`src/rtl/brseq_pkg.sv`:
```
package brseq_pkg;
  localparam int CC_W = 4;

  typedef struct packed {
    logic n;
    logic z;
    logic v;
    logic c;
  } flags_t;

  // Index of the base test; the low selector bit inverts it.
  typedef enum logic [2:0] {
    BASE_ALWAYS = 3'd0,
    BASE_Z      = 3'd1,
    BASE_C      = 3'd2,
    BASE_N      = 3'd3,
    BASE_V      = 3'd4,
    BASE_LT     = 3'd5,
    BASE_LE     = 3'd6,
    BASE_LS     = 3'd7
  } base_e;
endpackage

```
`src/rtl/brseq_cond_eval.sv`:
```
module brseq_cond_eval
  import brseq_pkg::*;
(
  input  flags_t                flg,
  input  logic [CC_W-1:0]       cc,
  output logic                  cond_ok
);
  localparam int NBASE = 1 << (CC_W - 1);

  logic [NBASE-1:0] base;
  logic             sgn_lt;

  always_comb begin
    sgn_lt            = flg.n ^ flg.v;
    base              = '0;
    base[BASE_ALWAYS] = 1'b1;
    base[BASE_Z]      = flg.z;
    base[BASE_C]      = flg.c;
    base[BASE_N]      = flg.n;
    base[BASE_V]      = flg.v;
    base[BASE_LT]     = sgn_lt;
    base[BASE_LE]     = sgn_lt | flg.z;
    base[BASE_LS]     = flg.c | flg.z;
  end

  // Odd selectors are the negation of their even partner.
  assign cond_ok = base[cc[CC_W-1:1]] ^ cc[0];
endmodule

```
`src/rtl/brseq_target_calc.sv`:
```
module brseq_target_calc #(
  parameter int PC_W   = 32,
  parameter int DISP_W = 8
) (
  input  logic [PC_W-1:0]   pc,
  input  logic [DISP_W-1:0] disp,
  output logic [PC_W-1:0]   seq_pc,
  output logic [PC_W-1:0]   tgt_pc
);
  localparam int OFF_W  = DISP_W + 1;
  localparam int EXT_W  = PC_W - OFF_W;

  logic [PC_W-1:0] byte_off;

  assign byte_off = {{EXT_W{disp[DISP_W-1]}}, disp, 1'b0};
  assign seq_pc   = pc + PC_W'(2);
  assign tgt_pc   = seq_pc + byte_off;
endmodule

```
`src/rtl/brseq_pc_ctrl.sv`:
```
module brseq_pc_ctrl #(
  parameter int              PC_W      = 32,
  parameter logic [PC_W-1:0] RESET_VEC = '0
) (
  input  logic            clk,
  input  logic            rst_n,
  input  logic            issue_valid,
  input  logic            is_branch,
  input  logic            cond_ok,
  input  logic [PC_W-1:0] seq_pc,
  input  logic [PC_W-1:0] tgt_pc,
  output logic [PC_W-1:0] pc,
  output logic            in_slot,
  output logic            take_pend,
  output logic            bad_branch
);
  localparam logic [PC_W-1:0] RST_PC = {RESET_VEC[PC_W-1:1], 1'b0};

  logic [PC_W-1:0] pc_q, pc_n;
  logic [PC_W-1:0] tgt_q, tgt_n;
  logic            slot_q, slot_n;
  logic            take_q, take_n;

  always_comb begin
    pc_n   = pc_q;
    tgt_n  = tgt_q;
    slot_n = slot_q;
    take_n = take_q;
    if (issue_valid) begin
      if (slot_q) begin
        // The slot instruction issues: resolve the pending branch.
        pc_n   = take_q ? tgt_q : seq_pc;
        slot_n = 1'b0;
        take_n = 1'b0;
      end else if (is_branch) begin
        pc_n   = seq_pc;
        tgt_n  = tgt_pc;
        slot_n = 1'b1;
        take_n = cond_ok;
      end else begin
        pc_n   = seq_pc;
      end
    end
    pc_n[0] = 1'b0;
  end

  always_ff @(posedge clk or negedge rst_n) begin
    if (!rst_n) begin
      pc_q   <= RST_PC;
      tgt_q  <= '0;
      slot_q <= 1'b0;
      take_q <= 1'b0;
    end else begin
      pc_q   <= pc_n;
      tgt_q  <= tgt_n;
      slot_q <= slot_n;
      take_q <= take_n;
    end
  end

  assign pc         = pc_q;
  assign in_slot    = slot_q;
  assign take_pend  = slot_q & take_q;
  assign bad_branch = issue_valid & is_branch & slot_q;
endmodule

```
`src/rtl/brseq_top.sv`:
```
module brseq_top
  import brseq_pkg::*;
#(
  parameter int                PC_W      = 32,
  parameter int                DISP_W    = 8,
  parameter logic [PC_W-1:0]   RESET_VEC = 32'h0000_1000
) (
  input  logic              clk,
  input  logic              rst_n,
  input  logic              issue_valid,
  input  logic              issue_is_branch,
  input  logic [CC_W-1:0]   issue_cc,
  input  logic [DISP_W-1:0] issue_disp,
  input  logic              flag_n,
  input  logic              flag_z,
  input  logic              flag_v,
  input  logic              flag_c,
  output logic [PC_W-1:0]   fetch_pc,
  output logic              delay_slot,
  output logic              branch_taken,
  output logic              slot_err
);
  flags_t          flg;
  logic            cond_ok;
  logic [PC_W-1:0] seq_pc;
  logic [PC_W-1:0] tgt_pc;

  assign flg = '{n: flag_n, z: flag_z, v: flag_v, c: flag_c};

  brseq_cond_eval u_cond (
    .flg     (flg),
    .cc      (issue_cc),
    .cond_ok (cond_ok)
  );

  brseq_target_calc #(
    .PC_W   (PC_W),
    .DISP_W (DISP_W)
  ) u_tgt (
    .pc     (fetch_pc),
    .disp   (issue_disp),
    .seq_pc (seq_pc),
    .tgt_pc (tgt_pc)
  );

  brseq_pc_ctrl #(
    .PC_W      (PC_W),
    .RESET_VEC (RESET_VEC)
  ) u_ctrl (
    .clk         (clk),
    .rst_n       (rst_n),
    .issue_valid (issue_valid),
    .is_branch   (issue_is_branch),
    .cond_ok     (cond_ok),
    .seq_pc      (seq_pc),
    .tgt_pc      (tgt_pc),
    .pc          (fetch_pc),
    .in_slot     (delay_slot),
    .take_pend   (branch_taken),
    .bad_branch  (slot_err)
  );
endmodule

```
`config.mk`:
```
export PLATFORM = sky130hd
export DESIGN_NAME = brseq_top
export DESIGN_NICKNAME = d
export VERILOG_FILES = /design/src/rtl/brseq_pkg.sv /design/src/rtl/brseq_cond_eval.sv /design/src/rtl/brseq_target_calc.sv /design/src/rtl/brseq_pc_ctrl.sv /design/src/rtl/brseq_top.sv
export SDC_FILE = /design/constraint.sdc
export NUM_CORES = 1
export LEC_CHECK = 0
export ABC_CLOCK_PERIOD_IN_PS = 4400
export BUFFER_PORTS_ARGS = -buffer_cell sky130_fd_sc_hd__buf_2
export CAP_MARGIN = 40
export CELL_PAD_IN_SITES_DETAIL_PLACEMENT = 0
export CELL_PAD_IN_SITES_GLOBAL_PLACEMENT = 1
export CORE_AREA = 2 2 126 128
export CTS_BUF_LIST = sky130_fd_sc_hd__clkbuf_16
export DETAILED_ROUTE_END_ITERATION = 10
export DIE_AREA = 0 0 128 130
export PLACE_DENSITY_LB_ADDON = 0.1
export SETUP_SLACK_MARGIN = 0.05
export SLEW_MARGIN = 20
export SYNTH_ARGS = -nofsm -noshare
export SYNTH_HDL_FRONTEND = slang
export SYNTH_SLANG_ARGS = --single-unit
```
`constraint.sdc`:
```
create_clock -name clk -period 4.4 [get_ports clk]
set_input_delay 0.44 -clock clk [delete_from_list [all_inputs] [get_ports clk]]
set_output_delay 0.44 -clock clk [all_outputs]
set_load 0.02 [all_outputs]
```
Yosys cells after proc, flatten, opt, wreduce, memory -nomap -nowiden
Cells that the tools add are included.

cells by class
  reduce and logical (&&, ||, !) cells = 3
  multiplexer cells = 8
  bitwise gates (word level) = 8
  $lt $le $gt $ge = 1
  add/sub/neg operators = 2

operator list
  cell                   count
  $mux 32                2
  $add 32x2->32 const B  1
  $add 32x32->32         1
  $mux 1                 5
  $lt 3x4->1 const B     1
  $and 1x1->1            3
  $bmux 1 s3             1
  $reduce_and 3->1       1
  $or 1x1->1             2
  $reduce_and 2->1       1
  $reduce_bool 2->1      1
  $xor 1x1->1            2
  $not 1->1              1

word-level totals
  word-level logic and storage cells = 26
  register bits = 65
  input port bits = 20

Depth between registers and ports, before layout
Gate-level depths: netlist (run 1).

  depth in word-level cells = 7
  mapped depth = 15
  gate-level depth less buffers = 14

Hierarchy
From an unflattened synthesis (run 1), not the netlist that was laid out.

second synthesis, totals
  cell total of the unflattened synthesis = 590
  area total of the unflattened synthesis = 5327.6 µm²

by module, submodules not included
  module             instances  area an instance (µm²)  cells each
  brseq_pc_ctrl      1          3004.1                  255
  brseq_target_calc  1          2225.9                  321
  brseq_cond_eval    1          97.6                    14

Worst setup path before layout (run 1)
Ideal clock, no wire load.

  kind = register to register
  start = register u_ctrl.pc_q[2], in the netlist u_ctrl.pc[2]
  end = register u_ctrl.tgt_q[29]
  library setup time = 0.132 ns
  setup slack = 0.821 ns
  arrival = 3.447 ns
  clock period less this slack = 3.579 ns
  stages on the path, launching flop included = 16
  buffers on the path = 1
  cells stage by stage = dfrtp_1 > ha_1 > nand3_1 > or2_2 > clkbuf_1 > nor2_1 > nand3_1 > xnor2_1 > ha_1 > nand2_1 > nor2_1 > nand3_1 > or4_4 > a2111oi_2 > o21a_1 > o31ai_1

between the ends
  longest elaborated chain between the ends = 2

RTL lines
  item                    RTL line                 source
  from (decl)             brseq_pc_ctrl.sv:19      logic [PC_W-1:0] pc_q, pc_n;
  from (signal assigned)  brseq_pc_ctrl.sv:54      pc_q <= pc_n;
  $add 32x2->32           brseq_target_calc.sv:16  assign seq_pc = pc + PC_W'(2);
  $add 32x32->32          brseq_target_calc.sv:17  assign tgt_pc = seq_pc + byte_off;
  to (signal assigned)    brseq_pc_ctrl.sv:55      tgt_q <= tgt_n;
  to (decl)               brseq_pc_ctrl.sv:20      logic [PC_W-1:0] tgt_q, tgt_n;

No other way between the ends.
A chain may end at the register's enable or synchronous reset.

Final worst setup path (run 1)
  start = register u_ctrl.pc_q[2], in the netlist u_ctrl.pc[2]
  end = register u_ctrl.tgt_q[30]

Same word-level chain as after synthesis.

==> impl_metrics.py, run 1 <==
metrics = {
    "global_routing": {
        "grt_antenna_before_repair": 0,
        "use_met2_pct": 32.1,
        "grt-busiest-layer": "met2",
        "globalRouteTotalUtil_pct": 20.3,
        "grt_start_max_net_pins": 60,
        "gr-usage-met1_pct": 29.0,
        "met3_usage_pct": 2.26,
        "gr-total-overflow": 0,
        "grt_pass1_vias": 4798,
        "grt_pass1_wl_um": 26200,
    },
    "detailed_routing": {
        "finalWirelength_um": 16100,
        "post-route-drc-count": 0,
        "final_antenna_net_count": 0,
        "first_pass_iters": 5,
        "routedWlPerCell_um": 18.0,
        "vias": 4937,
        "viasPerCell": 5.51,
        "drt_iter0_markers": 275,
    },
    "clock_network": {
        "cts_resized": 0,
        "clk_pin_slew_worst_paths_ps": 60,
        "cts_tree": "yes",
        "cts_buffers": 9,
        "cts.sinks": 64,
        "cts_hold_buf": 0,
        "clk_path_buf_depth": 2,
        "cts_htree_levels": 3,
        "clock-root-buffer": "clkbuf_16",
        "cts_setup_buffers": 0,
        "worstSkewPairLatency_ps": 340,
    },
    "synth": {
        "async_flop_share_pct": 100,
        "netlist.top_cell.by_area": "dfrtp_1",
        "postSynthCellCount": 657,
        "syn_area_per_cell_um2": 8.03,
        "synth_area_um2": 5280,
        "ys_seq_elements": 64,
        "synthTopCellsByArea": "dfrtp_1 30%, ha_1 9.0%, nand2_1 7.2%",
        "syn-num-nets": 716,
        "ys_types": 68,
        "synth_edf_count": 0,
        "synth_seq_area_share_pct": 30.4,
        "synth_top_area_share_pct": 29.9,
        "synth_top_flop_cell": "dfrtp_1",
        "yosysWarnings": 0,
    },
    "cells_and_area": {
        "drive_gt1_share_pct": 12.8,
        "fin_area_um2": 6050,
        "final_util_pct": 39.2,
        "antenna_cells": 0,
        "area_growth_pct": 14.6,
        "final_cell_mix": "100 x nand2_1, 64 x a21oi_1, 63 x dfrtp_1",
        "num-nets-final": 759,
        "fill_cells": 1624,
        "final_common_cell": "nand2_1",
    },
    "floorplan": {
        "die_w_um": 128,
        "rows": 46,
        "start_util_pct": 34.2,
        "ios": 55,
        "die_h_um": 130,
        "core_area_um2": 15400,
        "die-area_um2": 16600,
    },
    "sta": {
        "finalHoldViolCount": 0,
        "finalCritPeriodShare_pct": 90.0,
        "finalClockSkew_ps": 7.05,
        "slew_headroom_pct": 48.7,
        "fin_crit_ps": 3960,
        "maxSlewViolCount": 0,
        "worst_slew_pin_slew_ps": 768,
        "setup_viol": 0,
        "rsz0062_at_grt": "false",
        "setup_tns_ps": 0,
        "fmaxAchievable_mhz": 253,
    },
    "pwr": {
        "p_leak_nw": 2.83,
        "vdd_ir_drop_max_v": 0.000208,
        "p_per_area_nw_per_um2": 729,
    },
    "placed_design": {
        "placed_area_um2": 5740,
        "io_buffers": 53,
        "dp_hpwl_um": 11900,
        "globalplace.congestion": 0.874,
    },
    "worst_setup_path": {
        "reg2regPathDepth": 14,
        "path_max_fanout": 5,
        "crit_arrival_ps": 4180,
        "cp.required_ps": 4620,
        "cp-start-kind": "register",
        "critPathKind": "register to register",
        "end_kind": "register",
    },
    "flow_run": {
        "cap_violations": 0,
    },
    "status": {
        "status": "finished, final reports clean",
    },
    "hold_path": {
        "hold_path.class": "input pin to asynchronous set/reset pin",
    },
}
[report_power, final]
group          internal (mW)  total (mW)  switching [mW]
combinational          0.974        2.45            1.48
clock                  0.486       0.763           0.277
sequential             0.865        1.19           0.328
[cells in the mapped netlist (5+ instances only)]
| library cell | instances |
|---|---|
| nand2_1 | 101 |
| a21oi_1 | 64 |
| dfrtp_1 | 63 |
| o21ai_0 | 57 |
| nor2_1 | 41 |
| ha_1 | 38 |
| nand3_1 | 35 |
| xnor2_1 | 33 |
| clkbuf_1 | 26 |
| a21o_1 | 18 |
| xor2_1 | 18 |
| inv_1 | 16 |
| nand4_1 | 14 |
| nor3_1 | 13 |
| and3_1 | 10 |
| mux2i_1 | 10 |
| o22ai_1 | 8 |
| o21a_1 | 6 |
| a31oi_1 | 5 |
| and2_1 | 5 |
| and4_1 | 5 |
| o31ai_1 | 5 |
[per-layer routing]
metal  routed length, um  share of wire, %  vias to the layer above
li1                    -                 -                     2461
met1                8110                50                     2372
met2                7330                45                       88
met3                 451               2.8                       16
met4                 258               1.6                        0
met5                   0                 0                        -
[stage by stage]
stage	total power [mW]	hold WS (ps)	std cells	worst slack [ps]
4_1_cts	4.43	35.7	896	455
3_3_place_gp	3.63	456	879	470
5_1_grt	4.80	51.4	896	118
3_5_place_dp	3.65	400	881	469
6_report	4.41	37.0	896	442
2_1_floorplan	2.96	144	657	821
[worst max-delay path, cell delays in order, from the launching register on]
cell      delay [ps]
dfrtp_1          410
ha_1             220
nand3_1          200
or2_2            390
nor2_1           310
nand3_1          200
xnor2_1          190
ha_1             390
a21oi_1          110
o21ai_0          360
a21oi_1          170
o21ai_0          410
o211ai_1         180
mux2i_1          210
nand3_1           90
[cells by family after synthesis]
family,after synthesis,share of synthesized area (%)
flip-flops,64,30.4
buffers and inverters,48,3.65
other,1,0.0711
XOR/XNOR,51,8.46
AND/OR/NAND/NOR,241,21.7
adder cells (fa/ha/maj),39,9.39
AO/OA/AOI/OAI,202,24.2
multiplexers,11,2.11
[layout make-up]
class	count	area, um^2	share of cell area, %
sequential	64	1600	26.5
clock buffer	9	225	3.73
multi-input combinational	545	3480	57.6
clock inverter	6	76.3	1.26
inverter	17	63.8	1.06
timing repair buffer	63	353	5.84
tap	192	240	3.97
[flip-flops by register name, summed over array words and instances (netlist names)]
register	cells
u_ctrl.in_slot	1
u_ctrl.pc	31
u_ctrl.take_q	1
u_ctrl.tgt_q	31
[final timing paths]
| kind | startpoint | endpoint | slack, ps |
|---|---|---|---|
| min in group clk | issue_disp[0] | u_ctrl.tgt_q[1]$_DFFE_PN0P_ | 430 |
| worst max-delay path | u_ctrl.pc[2]$_DFFE_PN0P_ | u_ctrl.tgt_q[30]$_DFFE_PN0P_ | 440 |
| max in group asynchronous | rst_n | u_ctrl.pc[12]$_DFFE_PN1P_ | 3610 |
| worst max register to register | u_ctrl.pc[2]$_DFFE_PN0P_ | u_ctrl.tgt_q[30]$_DFFE_PN0P_ | 440 |
| worst min register to register | u_ctrl.tgt_q[18]$_DFFE_PN0P_ | u_ctrl.tgt_q[18]$_DFFE_PN0P_ | 480 |
| worst min-delay path | rst_n | u_ctrl.pc[10]$_DFFE_PN0P_ | 40 |
Power figures use the tool's default switching activity.
==> run 2, diff against run 1 <==
Settings changed: ABC_CLOCK_PERIOD_IN_PS 4400 to 3200.
Clock period 4.4 ns to 3.2 ns, I/O delays scaled along.
==> impl_metrics.py, run 2 (synthesis results as in run 1) <==
metrics = {
    "clock_network": {
        "clk_pin_slew_worst_paths_ps": 60,
        "cts_buffers": 9,
        "cts_tree": "yes",
        "cts.sinks": 64,
        "clock-root-buffer": "clkbuf_16",
        "clk_path_buf_depth": 2,
        "worstSkewPairLatency_ps": 340,
        "cts_htree_levels": 3,
    },
    "sta": {
        "holdWs_ps": 322,
        "slew_headroom_pct": 45.8,
        "fin_crit_ps": 3410,
        "finalClockSkew_ps": 5.82,
        "rsz0062_at_grt": "true",
        "finalHoldViolCount": 0,
        "worst_slack_ps": -211,
        "worst_slew_pin_slew_ps": 811,
        "fmaxAchievable_mhz": 293,
        "maxSlewViolCount": 0,
        "setup_viol": 13,
        "setup_tns_ps": -1340,
        "finalCritPeriodShare_pct": 107,
    },
    "cells_and_area": {
        "multiInputGateArea_um2": 4060,
        "final_cells": 1056,
        "final_cell_mix": "158 x buf_4, 91 x nand2_1, 57 x dfrtp_1",
        "area_growth_pct": 48.2,
        "fin_area_um2": 7820,
        "drive_gt1_share_pct": 38.7,
        "antenna_cells": 0,
        "fill_cells": 1503,
        "final_common_cell": "buf_4",
        "seq_area_um2": 1610,
        "num-nets-final": 919,
    },
    "placed_design": {
        "place_inst": 1008,
        "placed_area_um2": 6830,
        "globalplace.congestion": 0.905,
        "io_buffers": 53,
        "dp_hpwl_um": 13100,
    },
    "floorplan": {
        "die-area_um2": 16600,
        "die_w_um": 128,
        "start_util_pct": 34.2,
        "die_h_um": 130,
        "rows": 46,
        "core_area_um2": 15400,
        "ios": 55,
    },
    "detailed_routing": {
        "viasPerCell": 5.29,
        "first_pass_iters": 4,
        "routedWlPerCell_um": 17.0,
        "finalWirelength_um": 18000,
        "drt_iter0_markers": 288,
        "post-route-drc-count": 0,
        "final_antenna_net_count": 0,
        "vias": 5586,
    },
    "global_routing": {
        "grt_start_max_net_pins": 60,
        "use_met2_pct": 35.6,
        "globalRouteTotalUtil_pct": 21.8,
        "met3_usage_pct": 4.26,
        "grt-busiest-layer": "met2",
        "gr-usage-met1_pct": 29.6,
        "grt_pass1_wl_um": 28400,
        "grt_pass1_vias": 5457,
        "gr-total-overflow": 0,
        "grt_antenna_before_repair": 0,
    },
    "worst_setup_path": {
        "path_max_fanout": 3,
        "end_kind": "register",
        "critPathKind": "register to register",
        "cp.required_ps": 3440,
        "cp-start-kind": "register",
        "crit_arrival_ps": 3660,
    },
    "pwr": {
        "p_per_area_nw_per_um2": 987,
        "p_leak_nw": 3.75,
        "vdd_ir_drop_max_v": 0.000340,
        "p_total_mw": 7.72,
    },
    "status": {
        "status": "complete, but fails checks",
        "violations": "setup timing",
    },
    "hold_path": {
        "hold_path.class": "input pin to register",
    },
    "flow_run": {
        "cap_violations": 0,
    },
}
-- run 2: cell types whose count changed in the layout (fill, tap and decap cells not counted), sizes merged --
cell,delta
buf,+159
bufinv,-2
clkinv,+1
clkinvlp,+1
dlygate4sd3,+1
-- run 2: through the flow --
stage                     setup WS [ps]  utilization [%]
after global placement             -280             44.3
after CTS                          -184             48.1
final                              -211             50.7
after floorplan                    -153                -
after global routing               -305             50.7
after detailed placement           -273             44.3
-- run 2: power breakdown --
group,internal [mW],switching (mW)
clock,0.508,0.379
sequential,1.20,0.291
combinational,2.53,2.81
total,4.24,3.48
-- run 2: repair_timing --
action                                 in CTS  in global routing
pin swaps                                  28                 50
setup buffers                              16                 17
resized for setup                          47                 66
endpoints found under the hold margin      17                  0
hold buffers                                1                  0
setup endpoints to repair                  16                 21
-- run 2: final timing paths --
check                                                   from                           end  slack (ps)  depth (start not counted)
min in group asynchronous                              rst_n     u_ctrl.pc[10]$_DFFE_PN0P_         510                          2
worst max register to register      u_ctrl.pc[2]$_DFFE_PN0P_  u_ctrl.tgt_q[29]$_DFFE_PN0P_        -210                         17
worst min register to register  u_ctrl.tgt_q[15]$_DFFE_PN0P_  u_ctrl.tgt_q[15]$_DFFE_PN0P_         470                          2
worst max-delay path                u_ctrl.pc[2]$_DFFE_PN0P_  u_ctrl.tgt_q[29]$_DFFE_PN0P_        -210                         17
worst min-delay path                           issue_disp[0]   u_ctrl.tgt_q[1]$_DFFE_PN0P_         320                          4
max in group asynchronous                              rst_n      u_ctrl.pc[1]$_DFFE_PN0P_        2020                          3
-- run 2: area by class of cell --
class | count | area share (%)
Inverter | 17 | 0.816
Clock buffer | 9 | 2.88
Multi-Input combinational cell | 545 | 51.9
Clock inverter | 6 | 0.368
Tap cell | 192 | 3.07
Timing Repair Buffer | 223 | 20.4
Sequential cell | 64 | 20.6
-- run 2: critical path: stages (launching register included) --
cell and delay (ps):
dfrtp_2 400, ha_4 160, nand3_4 90, buf_6 130
or2_4 250, nor2_4 150, nand3_4 100, xnor2_2 140
ha_1 330, buf_6 140, buf_6 110, nand4_1 80
o221ai_2 120, a221o_1 390, a21oi_4 260, a2111oi_4 110
o21a_1 180, o31ai_1 180
-- run 2: metal layers --
layer | share of wire (%) | vias up
met2 | 47 | 110
met5 | 0 | -
met1 | 48 | 2686
met3 | 3.4 | 18
met4 | 1.3 | 0
li1 | - | 2772
==> run 3, diff against run 2 <==
Settings changed: SKIP_LAST_GASP set to 1.
==> impl_metrics.py, run 3 (synthesis results as in run 1) <==
metrics = {
    "pwr": {
        "p_total_mw": 7.58,
        "vdd_ir_drop_max_v": 0.000326,
        "p_leak_nw": 3.69,
        "p_per_area_nw_per_um2": 980,
    },
    "floorplan": {
        "die_w_um": 128,
        "die_h_um": 130,
        "core_area_um2": 15400,
        "start_util_pct": 34.2,
        "rows": 46,
        "ios": 55,
        "die-area_um2": 16600,
    },
    "sta": {
        "fin_crit_ps": 3410,
        "finalHoldViolCount": 0,
        "worst_slack_ps": -214,
        "rsz0062_at_grt": "true",
        "maxSlewViolCount": 0,
        "slew_headroom_pct": 45.1,
        "worst_slew_pin_slew_ps": 822,
        "fmaxAchievable_mhz": 293,
        "finalClockSkew_ps": 5.54,
        "finalCritPeriodShare_pct": 107,
        "setup_viol": 12,
    },
    "clock_network": {
        "cts_tree": "yes",
        "clk_pin_slew_worst_paths_ps": 60,
        "worstSkewPairLatency_ps": 340,
        "clk_path_buf_depth": 2,
        "cts.sinks": 64,
        "cts_htree_levels": 3,
        "clock-root-buffer": "clkbuf_16",
        "cts_buffers": 9,
    },
    "worst_setup_path": {
        "cp-start-kind": "register",
        "cp_cell_sequence": "ha_4 > nand3_4 > buf_6 > or2_4 > nor2_4 > nand3_4 > xnor2_2 > ha_1 > buf_6 > buf_6 > nand4_1 > o221ai_2 > a221o_1 > a21oi_4 > a2111oi_4 > o21a_1 > o31ai_1",
        "end_kind": "register",
        "cpPeakStageDelay_ps": 400,
        "path_max_fanout": 3,
        "cp_num_buf_inv": 3,
        "crit_arrival_ps": 3660,
        "slowest_stage": "dfrtp_2",
        "crit_path_frequent_cell": "buf_6",
        "cp.required_ps": 3440,
        "cpLargestDelayFamily": "compound AO/OA/AOI/OAI gates",
        "critPathKind": "register to register",
    },
    "detailed_routing": {
        "drt_iter0_markers": 274,
        "finalWirelength_um": 17800,
        "first_pass_iters": 4,
        "routedWlPerCell_um": 17.0,
        "final_antenna_net_count": 0,
        "vias": 5554,
        "post-route-drc-count": 0,
        "viasPerCell": 5.28,
    },
    "status": {
        "violations": "setup timing",
        "status": "complete, but fails checks",
    },
    "cells_and_area": {
        "final_common_cell": "buf_4",
        "num-nets-final": 915,
        "antenna_cells": 0,
        "fin_area_um2": 7740,
        "seq_area_um2": 1610,
        "final_util_pct": 50.2,
        "area_growth_pct": 46.6,
        "final_cell_mix": "158 x buf_4, 92 x nand2_1, 57 x dfrtp_1",
        "drive_gt1_share_pct": 38.0,
        "fill_cells": 1513,
        "multiInputGateArea_um2": 4020,
    },
    "placed_design": {
        "globalplace.congestion": 0.905,
        "placed_area_um2": 6830,
        "dp_hpwl_um": 13100,
        "io_buffers": 53,
    },
    "global_routing": {
        "grt_pass1_wl_um": 28400,
        "grt_pass1_vias": 5469,
        "gr-total-overflow": 0,
        "grt_antenna_before_repair": 0,
        "grt_start_max_net_pins": 60,
        "globalRouteTotalUtil_pct": 21.8,
    },
    "flow_run": {
        "cap_violations": 0,
    },
    "hold_path": {
        "hold_path.class": "input pin to register",
    },
}
-- run 3: cell types whose count changed in the layout (fill, tap and decap cells not counted), moves of 2 or more --
| cell | delta |
|---|---|
| o21ai_0 | +4 |
| buf_6 | -4 |
| o21ai_2 | -2 |
| a21oi_1 | -2 |
| o21ai_1 | -2 |
| nand2_4 | -2 |
| a21oi_2 | +2 |
-- run 3: final timing paths --
check | cells after the start | from | to | slack, ps
setup / recovery | 17 | u_ctrl.pc[2]$_DFFE_PN0P_ | u_ctrl.tgt_q[29]$_DFFE_PN0P_ | -210
hold / removal | 4 | issue_disp[0] | u_ctrl.tgt_q[1]$_DFFE_PN0P_ | 320
setup reg to reg | 17 | u_ctrl.pc[2]$_DFFE_PN0P_ | u_ctrl.tgt_q[29]$_DFFE_PN0P_ | -210
hold reg to reg | 2 | u_ctrl.tgt_q[15]$_DFFE_PN0P_ | u_ctrl.tgt_q[15]$_DFFE_PN0P_ | 470
max in group asynchronous | 3 | rst_n | u_ctrl.pc[1]$_DFFE_PN0P_ | 2030
min in group asynchronous | 2 | rst_n | u_ctrl.pc[10]$_DFFE_PN0P_ | 510
-- run 3: area by class of cell --
cell class	instances	share of cell area, %
inverters	17	0.825
clock inverters	6	0.372
flip-flops and latches	64	20.8
multi-input cells	545	52.0
clock buffers	9	2.91
well taps	192	3.10
repair buffers	219	20.0
-- run 3: report_power, final --
group / internal, mW / switching [mW] / leakage [nW]
logic: 2.45 / 2.76 / 2.79
registers: 1.20 / 0.290 / 0.775
clock network: 0.509 / 0.381 / 0.127
-- run 3: metal layers --
layer,part of all wire (%),wire length (um),GRT usage (%),vias to the layer above
met5,0,0,0,-
met4,1.4,247,6.40,0
met3,3.0,535,4.18,23
met2,47,8390,35.7,97
met1,49,8670,29.5,2679
li1,-,-,-,2755
-- run 3: worst reg2reg max path, stage by stage (launching register included) --
cell       delay [ps]
dfrtp_2           400
ha_4              160
nand3_4            90
buf_6             130
or2_4             250
nor2_4            160
nand3_4           100
xnor2_2           140
ha_1              330
buf_6             140
buf_6             110
nand4_1            80
o221ai_2          120
a221o_1           390
a21oi_4           260
a2111oi_4         110
o21a_1            180
o31ai_1           190
-- run 3: repair_timing --
action                                 4_1_cts  5_1_grt
buffers inserted                            16       13
hold buffers                                 1        0
endpoints found under the hold margin       17        0
setup endpoints to repair                   16       21
gates resized for setup                     45       52
pin swaps                                   27       44
-- run 3: through the flow --
stage | hold WS, ps | setup WS, ps | setup TNS, ps | instances
finish | 321 | -214 | -1140 | 1052
CTS | 304 | -184 | -993 | 1040
global route | 332 | -340 | -3780 | 1052
detailed placement | 352 | -273 | -2110 | 1008
global placement | 348 | -280 | -1920 | 1008
floorplan | 24.4 | -153 | -153 | 657
